File: config.mk
export PLATFORM = sky130hd
export DESIGN_NAME = jscan_host
export DESIGN_NICKNAME = d
export VERILOG_FILES = /design/src/rtl/jscan_pkg.sv /design/src/rtl/jscan_tick.sv /design/src/rtl/jscan_shreg.sv /design/src/rtl/jscan_seq.sv /design/src/rtl/jscan_host.sv
export SDC_FILE = /design/constraint.sdc
export NUM_CORES = 1
export LEC_CHECK = 0
export BUFFER_PORTS_ARGS = -buffer_cell sky130_fd_sc_hd__buf_2
export CAP_MARGIN = 0
export CORE_ASPECT_RATIO = 1.2
export CORE_MARGIN = 10
export CORE_UTILIZATION = 57
export DETAILED_ROUTE_END_ITERATION = 8
export GPL_ROUTABILITY_DRIVEN = 0
export PLACE_DENSITY = 0.8
export SYNTH_ARGS = -nofsm -noshare
export SYNTH_HDL_FRONTEND = slang
export SYNTH_SLANG_ARGS = --single-unit
File: constraint.sdc
create_clock -name clk -period 3.1 [get_ports clk]
set_clock_uncertainty 0.15 [all_clocks]
set_input_delay 0.62 -clock clk [delete_from_list [all_inputs] [get_ports clk]]
set_output_delay 0.62 -clock clk [all_outputs]
set_load 0.01 [all_outputs]
File: src/rtl/jscan_pkg.sv
package jscan_pkg;

    typedef enum logic [1:0] {
        OP_TRST  = 2'd0,
        OP_IRLD  = 2'd1,
        OP_DRACC = 2'd2,
        OP_RSVD  = 2'd3
    } op_e;

    typedef enum logic [2:0] {
        ST_IDLE,
        ST_PRE,
        ST_SHIFT,
        ST_POST,
        ST_TAIL
    } stage_e;

    // bits clocked after the exit bit (which rides on the last shift bit)
    localparam logic [2:0] POST_LAST = 3'd3;

    // number of entry-walk bits for each operation
    function automatic logic [2:0] pre_count(op_e op);
        case (op)
            OP_TRST:  return 3'd5;
            OP_IRLD:  return 3'd4;
            OP_DRACC: return 3'd3;
            default:  return 3'd1;
        endcase
    endfunction

    // tms value for entry-walk bit k
    function automatic logic pre_tms(op_e op, logic [2:0] k);
        case (op)
            OP_TRST:  return 1'b1;
            OP_IRLD:  return (k < 3'd2);
            OP_DRACC: return (k == 3'd0);
            default:  return 1'b0;
        endcase
    endfunction

    // tms value for exit-walk bit k (Pause, Exit2, Update, Idle)
    function automatic logic post_tms(logic [2:0] k);
        return (k == 3'd1) || (k == 3'd2);
    endfunction

endpackage

File: src/rtl/jscan_tick.sv
module jscan_tick #(
    parameter int DIV_W = 8
) (
    input  logic             clk,
    input  logic             rst,
    input  logic             run,
    input  logic [DIV_W-1:0] div_m1,
    output logic             tick
);
    logic [DIV_W-1:0] cnt;

    assign tick = run && (cnt == div_m1);

    always_ff @(posedge clk) begin
        if (rst || !run || tick) begin
            cnt <= '0;
        end else begin
            cnt <= cnt + 1'b1;
        end
    end

    // phase counter never passes the programmed half-period
    assert_cnt_range_R6: assert property (@(posedge clk) disable iff (rst)
        run |-> (cnt <= div_m1));

endmodule

File: src/rtl/jscan_shreg.sv
module jscan_shreg #(
    parameter int MAXLEN = 32
) (
    input  logic              clk,
    input  logic              rst,
    input  logic              load,
    input  logic [MAXLEN-1:0] wr_data,
    input  logic              step,
    input  logic              tdo,
    output logic              cur_bit,
    output logic              nxt_bit,
    output logic [MAXLEN-1:0] rd_data
);
    logic [MAXLEN-1:0] wr_sh;
    logic [MAXLEN-1:0] pos;
    logic [MAXLEN-1:0] rd_q;

    assign cur_bit = wr_sh[0];
    assign nxt_bit = wr_sh[1];
    assign rd_data = rd_q;

    always_ff @(posedge clk) begin
        if (rst) begin
            wr_sh <= '0;
            pos   <= '0;
            rd_q  <= '0;
        end else if (load) begin
            wr_sh <= wr_data;
            pos   <= {{(MAXLEN-1){1'b0}}, 1'b1};
            rd_q  <= '0;
        end else if (step) begin
            wr_sh <= wr_sh >> 1;
            pos   <= pos << 1;
            if (tdo) begin
                rd_q <= rd_q | pos;
            end
        end
    end

    // exactly one capture slot at a time, never more
    assert_pos_onehot_R4: assert property (@(posedge clk) disable iff (rst)
        $onehot0(pos));

    // a fresh command clears the read vector
    assert_rd_clear_R4: assert property (@(posedge clk) disable iff (rst)
        load |=> (rd_q == '0));

endmodule

File: src/rtl/jscan_seq.sv
module jscan_seq
    import jscan_pkg::*;
#(
    parameter int MAXLEN = 32,
    parameter int LEN_W  = 6,
    parameter int DIV_W  = 8
) (
    input  logic             clk,
    input  logic             rst,
    input  logic             cmd_valid,
    input  logic [1:0]       cmd_op,
    input  logic [LEN_W-1:0] cmd_len,
    input  logic [DIV_W-1:0] cmd_div,
    input  logic             tick,
    input  logic             cur_bit,
    input  logic             nxt_bit,
    output logic [DIV_W-1:0] div_m1,
    output logic             load,
    output logic             step,
    output logic             tck,
    output logic             tms,
    output logic             tdi,
    output logic             busy,
    output logic             done
);
    localparam logic [LEN_W-1:0] MAX_L = LEN_W'(MAXLEN);

    op_e              op_in;
    op_e              op_q;
    stage_e           st;
    logic [LEN_W-1:0] len_q;
    logic [LEN_W-1:0] idx;
    logic [2:0]       walk;
    logic             half;
    logic             legal;

    assign op_in = op_e'(cmd_op);
    assign legal = (op_in == OP_TRST) ||
                   ((op_in != OP_RSVD) && (cmd_len != '0) && (cmd_len <= MAX_L));
    assign load  = cmd_valid && !busy && legal;
    assign step  = tick && half && (st == ST_SHIFT);

    always_ff @(posedge clk) begin
        if (rst) begin
            st     <= ST_IDLE;
            op_q   <= OP_TRST;
            len_q  <= '0;
            idx    <= '0;
            walk   <= '0;
            half   <= 1'b0;
            div_m1 <= '0;
            tck    <= 1'b0;
            tms    <= 1'b0;
            tdi    <= 1'b0;
            busy   <= 1'b0;
            done   <= 1'b0;
        end else begin
            done <= 1'b0;
            if (st == ST_IDLE) begin
                if (load) begin
                    st     <= ST_PRE;
                    op_q   <= op_in;
                    len_q  <= cmd_len;
                    idx    <= '0;
                    walk   <= '0;
                    half   <= 1'b0;
                    div_m1 <= (cmd_div == '0) ? '0 : cmd_div - 1'b1;
                    tms    <= pre_tms(op_in, 3'd0);
                    tdi    <= 1'b0;
                    busy   <= 1'b1;
                end
            end else if (tick) begin
                if (st == ST_TAIL) begin
                    st   <= ST_IDLE;
                    busy <= 1'b0;
                    done <= 1'b1;
                end else if (!half) begin
                    tck  <= 1'b1;
                    half <= 1'b1;
                end else begin
                    tck  <= 1'b0;
                    half <= 1'b0;
                    case (st)
                        ST_PRE: begin
                            if (walk == pre_count(op_q) - 3'd1) begin
                                if (op_q == OP_TRST) begin
                                    st  <= ST_TAIL;
                                    tms <= 1'b0;
                                end else begin
                                    st  <= ST_SHIFT;
                                    idx <= '0;
                                    tms <= (len_q == LEN_W'(1));
                                    tdi <= cur_bit;
                                end
                            end else begin
                                walk <= walk + 3'd1;
                                tms  <= pre_tms(op_q, walk + 3'd1);
                            end
                        end
                        ST_SHIFT: begin
                            if (idx == len_q - 1'b1) begin
                                st   <= ST_POST;
                                walk <= '0;
                                tms  <= post_tms(3'd0);
                                tdi  <= 1'b0;
                            end else begin
                                idx <= idx + 1'b1;
                                tms <= ((idx + 1'b1) == (len_q - 1'b1));
                                tdi <= nxt_bit;
                            end
                        end
                        ST_POST: begin
                            if (walk == POST_LAST) begin
                                st  <= ST_TAIL;
                                tms <= 1'b0;
                            end else begin
                                walk <= walk + 3'd1;
                                tms  <= post_tms(walk + 3'd1);
                            end
                        end
                        default: st <= ST_IDLE;
                    endcase
                end
            end
        end
    end

    // pin setup only while the clock is low
    assert_stable_high_R6: assert property (@(posedge clk) disable iff (rst)
        (tck && $past(tck)) |-> ($stable(tms) && $stable(tdi)));

    // the clock rests low whenever no operation runs
    assert_idle_low_R1: assert property (@(posedge clk) disable iff (rst)
        !busy |-> !tck);

    // completion is a single-cycle pulse
    assert_done_pulse_R7: assert property (@(posedge clk) disable iff (rst)
        done |=> !done);

    // done coincides with the fall of busy
    assert_done_end_R7: assert property (@(posedge clk) disable iff (rst)
        done |-> (!busy && $past(busy)));

    // a strobe during an operation leaves the latched command alone
    assert_ignore_busy_R8: assert property (@(posedge clk) disable iff (rst)
        (busy && cmd_valid) |=> ($stable(op_q) && $stable(len_q)));

endmodule

File: src/rtl/jscan_host.sv
module jscan_host #(
    parameter int MAXLEN = 32,
    parameter int DIV_W  = 8,
    localparam int LEN_W = $clog2(MAXLEN + 1)
) (
    input  logic              clk,
    input  logic              rst,
    input  logic              cmd_valid,
    input  logic [1:0]        cmd_op,
    input  logic [LEN_W-1:0]  cmd_len,
    input  logic [MAXLEN-1:0] cmd_wdata,
    input  logic [DIV_W-1:0]  cmd_div,
    input  logic              tdo,
    output logic              tck,
    output logic              tms,
    output logic              tdi,
    output logic [MAXLEN-1:0] rd_data,
    output logic              busy,
    output logic              done
);
    logic             tick;
    logic             load;
    logic             step;
    logic             cur_bit;
    logic             nxt_bit;
    logic [DIV_W-1:0] div_m1;

    jscan_seq #(
        .MAXLEN (MAXLEN),
        .LEN_W  (LEN_W),
        .DIV_W  (DIV_W)
    ) u_seq (
        .clk       (clk),
        .rst       (rst),
        .cmd_valid (cmd_valid),
        .cmd_op    (cmd_op),
        .cmd_len   (cmd_len),
        .cmd_div   (cmd_div),
        .tick      (tick),
        .cur_bit   (cur_bit),
        .nxt_bit   (nxt_bit),
        .div_m1    (div_m1),
        .load      (load),
        .step      (step),
        .tck       (tck),
        .tms       (tms),
        .tdi       (tdi),
        .busy      (busy),
        .done      (done)
    );

    jscan_tick #(
        .DIV_W (DIV_W)
    ) u_tick (
        .clk    (clk),
        .rst    (rst),
        .run    (busy),
        .div_m1 (div_m1),
        .tick   (tick)
    );

    jscan_shreg #(
        .MAXLEN (MAXLEN)
    ) u_shreg (
        .clk     (clk),
        .rst     (rst),
        .load    (load),
        .wr_data (cmd_wdata),
        .step    (step),
        .tdo     (tdo),
        .cur_bit (cur_bit),
        .nxt_bit (nxt_bit),
        .rd_data (rd_data)
    );

endmodule

==> out/metrics.yaml, run 1 <==
worst_setup_path:
  critPathKind: "flip-flop to flip-flop"
  r2r_cells: 8
  start_kind: "flip-flop"
  cp.arrival_ps: 2980
  r2r_slack_ps: 320
  timing.rr.start: "u_seq.len_q[0]"
  reg2reg_to: "u_seq.walk[1]"
  worst_setup_path_end_kind: "flip-flop"
  critical_path.max_fanout: 6
  cp-startpoint: "u_seq.len_q[0]"
  critPathRequiredTime_ps: 3290
  endpoint: "u_seq.walk[1]"
cells_and_area:
  drive_above_1_share_pct: 17.7
  postLayoutCoreUtil_pct: 70.3
  areaGrowthSynthToFinish_pct: 19.4
  nets: 874
  antennaDiodeCount: 0
pwr:
  pwr-share-seq_pct: 44.1
  ir_drop_mv: 0.415
  power_frac_comb_pct: 9.9
  p_leak_uw: 0.00283
  clockPowerShare_pct: 46.0
  switching_share_pct: 24.9
  p_sw_uw: 1070
  p_int_uw: 3230
  powerDensity_nw_per_um2: 602
  power_uw: 4300
timing:
  fin_crit_ps: 2780
  hold_viol: 0
  worst_pin_slew_ps: 622
  rsz0062_at_grt: "no"
  slew_headroom_pct: 58.5
  setup_viol: 0
  fmax_mhz: 359
  fin_tns_setup_ps: 0
  period_share_pct: 89.8
  slew_violations: 0
outcome:
  status: "complete, no violations"
yosys:
  synth_top_area_cell: "dfxtp_1"
  ys_seq_area_share_pct: 46.1
  synth_fp_nets: 800
  synth_common_cells: "nand2_1 (157), dfxtp_1 (138), a21oi_1 (92)"
  synthMostInstantiatedCell: "nand2_1"
  synth_ff_type: "dfxtp_1"
  synth_cell_types: 56
  synthArstFlopShare_pct: 0
  yosys-top-cells-area: "dfxtp_1 (46%), nand2_1 (9.8%), a21oi_1 (7.7%)"
  synth_edf_count: 0
  syn_area_um2: 5990
  ys_ff_latch: 138
  syn_avg_cell_area_um2: 8.17
  syn_inst: 733
  synth_top_cell_area_share_pct: 46.1
  ys_warn_count: 0
clock_network:
  post_cts_buffers: 0
  ctsLongestPathBuffers: 2
  insertion_delay_ps: 420
  path_clk_slew_ps: 60
  cts_buffers: 17
  cts_hold_buf: 0
  ctsHtreeMaxLevel: 4
  cts_tree: "yes"
  cts_root_buf: "clkbuf_16"
  numClockSinks: 138
  post_cts_resized: 0
drt:
  vias: 5374
  met1_length_um: 5650
  drt_iter0_markers: 371
  avgRoutedWirePerCell_um: 15.2
  viasPerCell: 5.68
  dr_wl_met2_um: 7640
  wl_met3_um: 762
  drc: 0
  dr.pass1.iters: 5
  drt-total-wl_um: 14400
  top_layer: "met4"
  antenna_left: 0
die:
  die_width_um: 114
  rows: 40
  core_um2: 10200
  die_h_um: 132
  initial_core_util_pct: 58.9
  io-pin-count: 89
  die_area_um2: 15000
run:
  max-cap-violations: 0
grt:
  track_usage_pct: 19.2
  grt_pass1_wl_um: 24500
  grt_start_max_net_pins: 68
  grt_overflow: 0
  antenna_found_initial: 0
  grt_pass1_vias: 5350
placement:
  hpwl_um: 9950
  port_buffers: 88
worst_hold_path:
  whs_path_depth: 3
  worstHoldPathType: "input port to flip-flop"
==> worst max-delay path, stage by stage (launching register included) <==
cell and delay [ps]:
dfxtp_1 450, inv_1 70, ha_1 220, nor3b_1 150, xnor2_1 160, or4_4 560
o21a_1 260, or4_1 530, a21oi_1 140
==> sequential cells by signal, summed over array words and instances, names as in the netlist <==
register	flops
u_seq.busy	1
u_seq.div_m1	8
u_seq.done	1
u_seq.half	1
u_seq.idx	6
u_seq.len_q	6
u_seq.op_q	2
u_seq.st	3
u_seq.tck	1
u_seq.tdi	1
u_seq.tms	1
u_seq.walk	3
u_shreg.pos	32
u_shreg.rd_data	32
u_shreg.wr_sh	32
u_tick.cnt	8
==> placed cells by master (no fill, tap or decap), types with 15 or more instances in the layout <==
master | synthesis | final
nand2_1 | 157 | 157
dfxtp_1 | 138 | 138
a21oi_1 | 92 | 92
buf_2 | 5 | 88
nor2_1 | 85 | 85
a311oi_1 | 31 | 31
xor2_1 | 23 | 23
clkbuf_16 | 0 | 17
xnor2_1 | 16 | 16
inv_1 | 16 | 16
ha_1 | 15 | 15
==> layout make-up <==
type	instances	area (um^2)
flip-flops and latches	138	2760
well taps	126	158
clock inverters	13	144
clock buffers	19	443
multi-input cells	533	3000
repair buffers	101	576
fillers	802	3010
inverters	16	60.1
==> layer usage <==
metal / up-vias / GRT usage (%)
met4: 0 / 7.27
met2: 157 / 33.2
met3: 31 / 5.01
met1: 2528 / 21.9
met5: - / 0
li1: 2658 / -
==> through the flow <==
stage                     area (um^2)  worst slack (ps)  instances  hold slack [ps]
after global routing             7150               214        946              311
after floorplan                  5990               441        733              282
after global placement           6560               201        914              292
final                            7150               318        946              293
after CTS                        7150               310        946              286
after detailed placement         6560               121        914              305
==> power by group through the flow <==
stage                     Combinational [uW]  Sequential [uW]  Clock [uW]
after CTS                                426             1890        2000
after global placement                   406             1930           0
final                                    427             1890        1980
after floorplan                          303             1920           0
after global routing                     477             1900        2080
after detailed placement                 422             1930           0
==> cell families (layout without fill, tap and decap cells) <==
family | Yosys count | count (layout) | share of synthesized area, %
adders and majority gates | 15 | 15 | 3.13
buffers and inverters | 62 | 149 | 3.99
muxes | 5 | 5 | 0.878
xor gates and xnor gates | 40 | 40 | 6.08
DFF | 138 | 138 | 46.1
AOI/OAI and AO/OA | 159 | 159 | 17.1
and+or+nand+nor | 314 | 314 | 22.7
==> worst min path at each step <==
stage	endpoint	from
after floorplan	u_shreg.pos[31]	u_shreg.pos[31]
after global placement	u_shreg.rd_data[19]	u_shreg.rd_data[19]
after detailed placement	u_seq.idx[5]	u_seq.idx[5]
after CTS	u_shreg.wr_sh[31]	cmd_wdata[31]
after global routing	u_shreg.wr_sh[31]	cmd_wdata[31]
final	u_shreg.wr_sh[31]	cmd_wdata[31]
No activity file was read; power rests on OpenSTA's default activity.
==> run 2: changes to the inputs <==
--- a/config.mk
+++ b/config.mk
@@ -13,6 +13,7 @@
 export DETAILED_ROUTE_END_ITERATION = 8
 export GPL_ROUTABILITY_DRIVEN = 0
 export PLACE_DENSITY = 0.8
+export SETUP_SLACK_MARGIN = 0.5
 export SYNTH_ARGS = -nofsm -noshare
 export SYNTH_HDL_FRONTEND = slang
 export SYNTH_SLANG_ARGS = --single-unit
==> run 2 against run 1 <==
First-iteration DRC count up 8.9%. Final cell count up 0.21%. Combinational power up 10%. Highest routed layer unchanged. Count of clock-buffer cells in the layout unchanged. Utilization up 1.2 points. Clock power about the same. Via count up 1.4%. Sequential power about the same. Sequential share of layout area down 0.52 points. Critical path type unchanged. Setup slack better by 190 ps. Largest power group unchanged.
==> out/metrics.yaml, run 2 (synthesized netlist as in run 1, its figures left out) <==
clock_network:
  ctsHtreeMaxLevel: 4
  cts_hold_buf: 0
  ctsLongestPathBuffers: 2
  cts_buffers: 17
  cts_root_buf: "clkbuf_16"
  numClockSinks: 138
  cts_tree: "yes"
  path_clk_slew_ps: 60
  insertion_delay_ps: 420
die:
  die_h_um: 132
  io-pin-count: 89
  core_um2: 10200
  initial_core_util_pct: 58.9
  rows: 40
  die_width_um: 114
  die_area_um2: 15000
worst_setup_path:
  worst_setup_path_end_kind: "flip-flop"
  critPathRequiredTime_ps: 3240
  start_kind: "flip-flop"
  cp.arrival_ps: 2730
  critical_path.max_fanout: 6
  critPathKind: "flip-flop to flip-flop"
worst_hold_path:
  worstHoldPathType: "input port to flip-flop"
drt:
  drc: 0
  dr.pass1.iters: 7
  drt-total-wl_um: 15200
  vias: 5451
  drt_iter0_markers: 404
  viasPerCell: 5.75
  avgRoutedWirePerCell_um: 16.0
  antenna_left: 0
timing:
  worst_pin_slew_ps: 650
  fin_ws_ps: 509
  hold_ws_ps: 305
  rsz0062_at_grt: "yes"
  slew_violations: 0
  fin_tns_setup_ps: 0
  fmax_mhz: 386
  period_share_pct: 83.6
  fin_crit_ps: 2590
  slew_headroom_pct: 56.7
  hold_viol: 0
  setup_viol: 0
pwr:
  powerDensity_nw_per_um2: 601
  ir_drop_mv: 0.368
  p_leak_uw: 0.00284
  power_uw: 4370
placement:
  hpwl_um: 10000
  dp_cells: 913
  pre_cts_slack_ps: 16.0
  port_buffers: 88
cells_and_area:
  final_common_cell: "nand2_1"
  layout_common_cells: "nand2_1 (157), dfxtp_1 (134), a21oi_1 (91)"
  drive_above_1_share_pct: 20.7
  nets: 876
  instances_no_fill: 948
  antennaDiodeCount: 0
  areaGrowthSynthToFinish_pct: 21.4
grt:
  track_usage_pct: 19.5
  grt_start_max_net_pins: 65
  antenna_found_initial: 0
  grt_overflow: 0
  grt_pass1_wl_um: 24600
  grt_pass1_vias: 5313
outcome:
  status: "complete, no violations"
run:
  max-cap-violations: 0
## run 2: changes by cell type in the layout (fill, tap and decap cells not counted), moves of 2 or more
cell	change
ha_1	-2
clkinv_4	-2
inv_1	-2
dfxtp_4	+2
inv_2	+2
nor3_2	+2
nor3_1	-4
buf_4	+2
clkinvlp_4	+3
dfxtp_1	-4
nor3_4	+2
dfxtp_2	+2
## run 2: metrics by stage
stage	utilization (%)	instance area, um^2
2_1_floorplan	-	5990
3_3_place_gp	64.2	6530
3_5_place_dp	64.2	6530
4_1_cts	70.5	7160
5_1_grt	71.6	7270
6_report	71.6	7270
## run 2: final timing paths
check | slack (ps) | endpoint | cells after the start | start
worst max register to register | 510 | u_seq.walk[1] | 9 | u_seq.len_q[0]
worst min-delay path | 310 | u_shreg.wr_sh[31] | 3 | cmd_wdata[31]
worst min register to register | 310 | u_shreg.rd_data[9] | 2 | u_shreg.rd_data[9]
worst max-delay path | 510 | u_seq.walk[1] | 9 | u_seq.len_q[0]
## run 2: power breakdown
group	leakage [uW]	total [uW]	internal [uW]	switching (uW)
clock	0.000276	2000	1210	785
sequential	0.00112	1900	1840	59.0
combinational	0.00144	470	199	271
## run 2: repair_timing
action	4_1_cts	5_1_grt
setup endpoints to repair	16	62
resized for setup	10	23
pin swaps	1	6
cloned	0	0
hold endpoints to repair	0	0
buffers inserted	0	3
## run 2: per-layer routing
layer / GRT usage, % / vias up / part of all wire [%]
li1: - / 2665 / -
met1: 22.0 / 2572 / 40
met2: 33.3 / 173 / 52
met3: 5.33 / 41 / 5.2
met4: 8.12 / 0 / 2.6
met5: 0 / - / 0
## run 2: final cells by class
type / instances / area, um^2
Multi-Input combinational cell: 533 / 3110
Fill cell: 769 / 2890
Sequential cell: 138 / 2770
Timing Repair Buffer: 103 / 582
Clock buffer: 19 / 443
Tap cell: 126 / 158
Clock inverter: 13 / 144
Inverter: 16 / 60.1
## run 2: worst max-delay path: stages, from the launching register on
cell and delay, ps:
dfxtp_4 390, inv_2 60, ha_4 270, xor2_1 170
nand2b_1 110, or4_4 590, o21a_4 230, buf_4 140
o31ai_2 270, a21oi_2 90
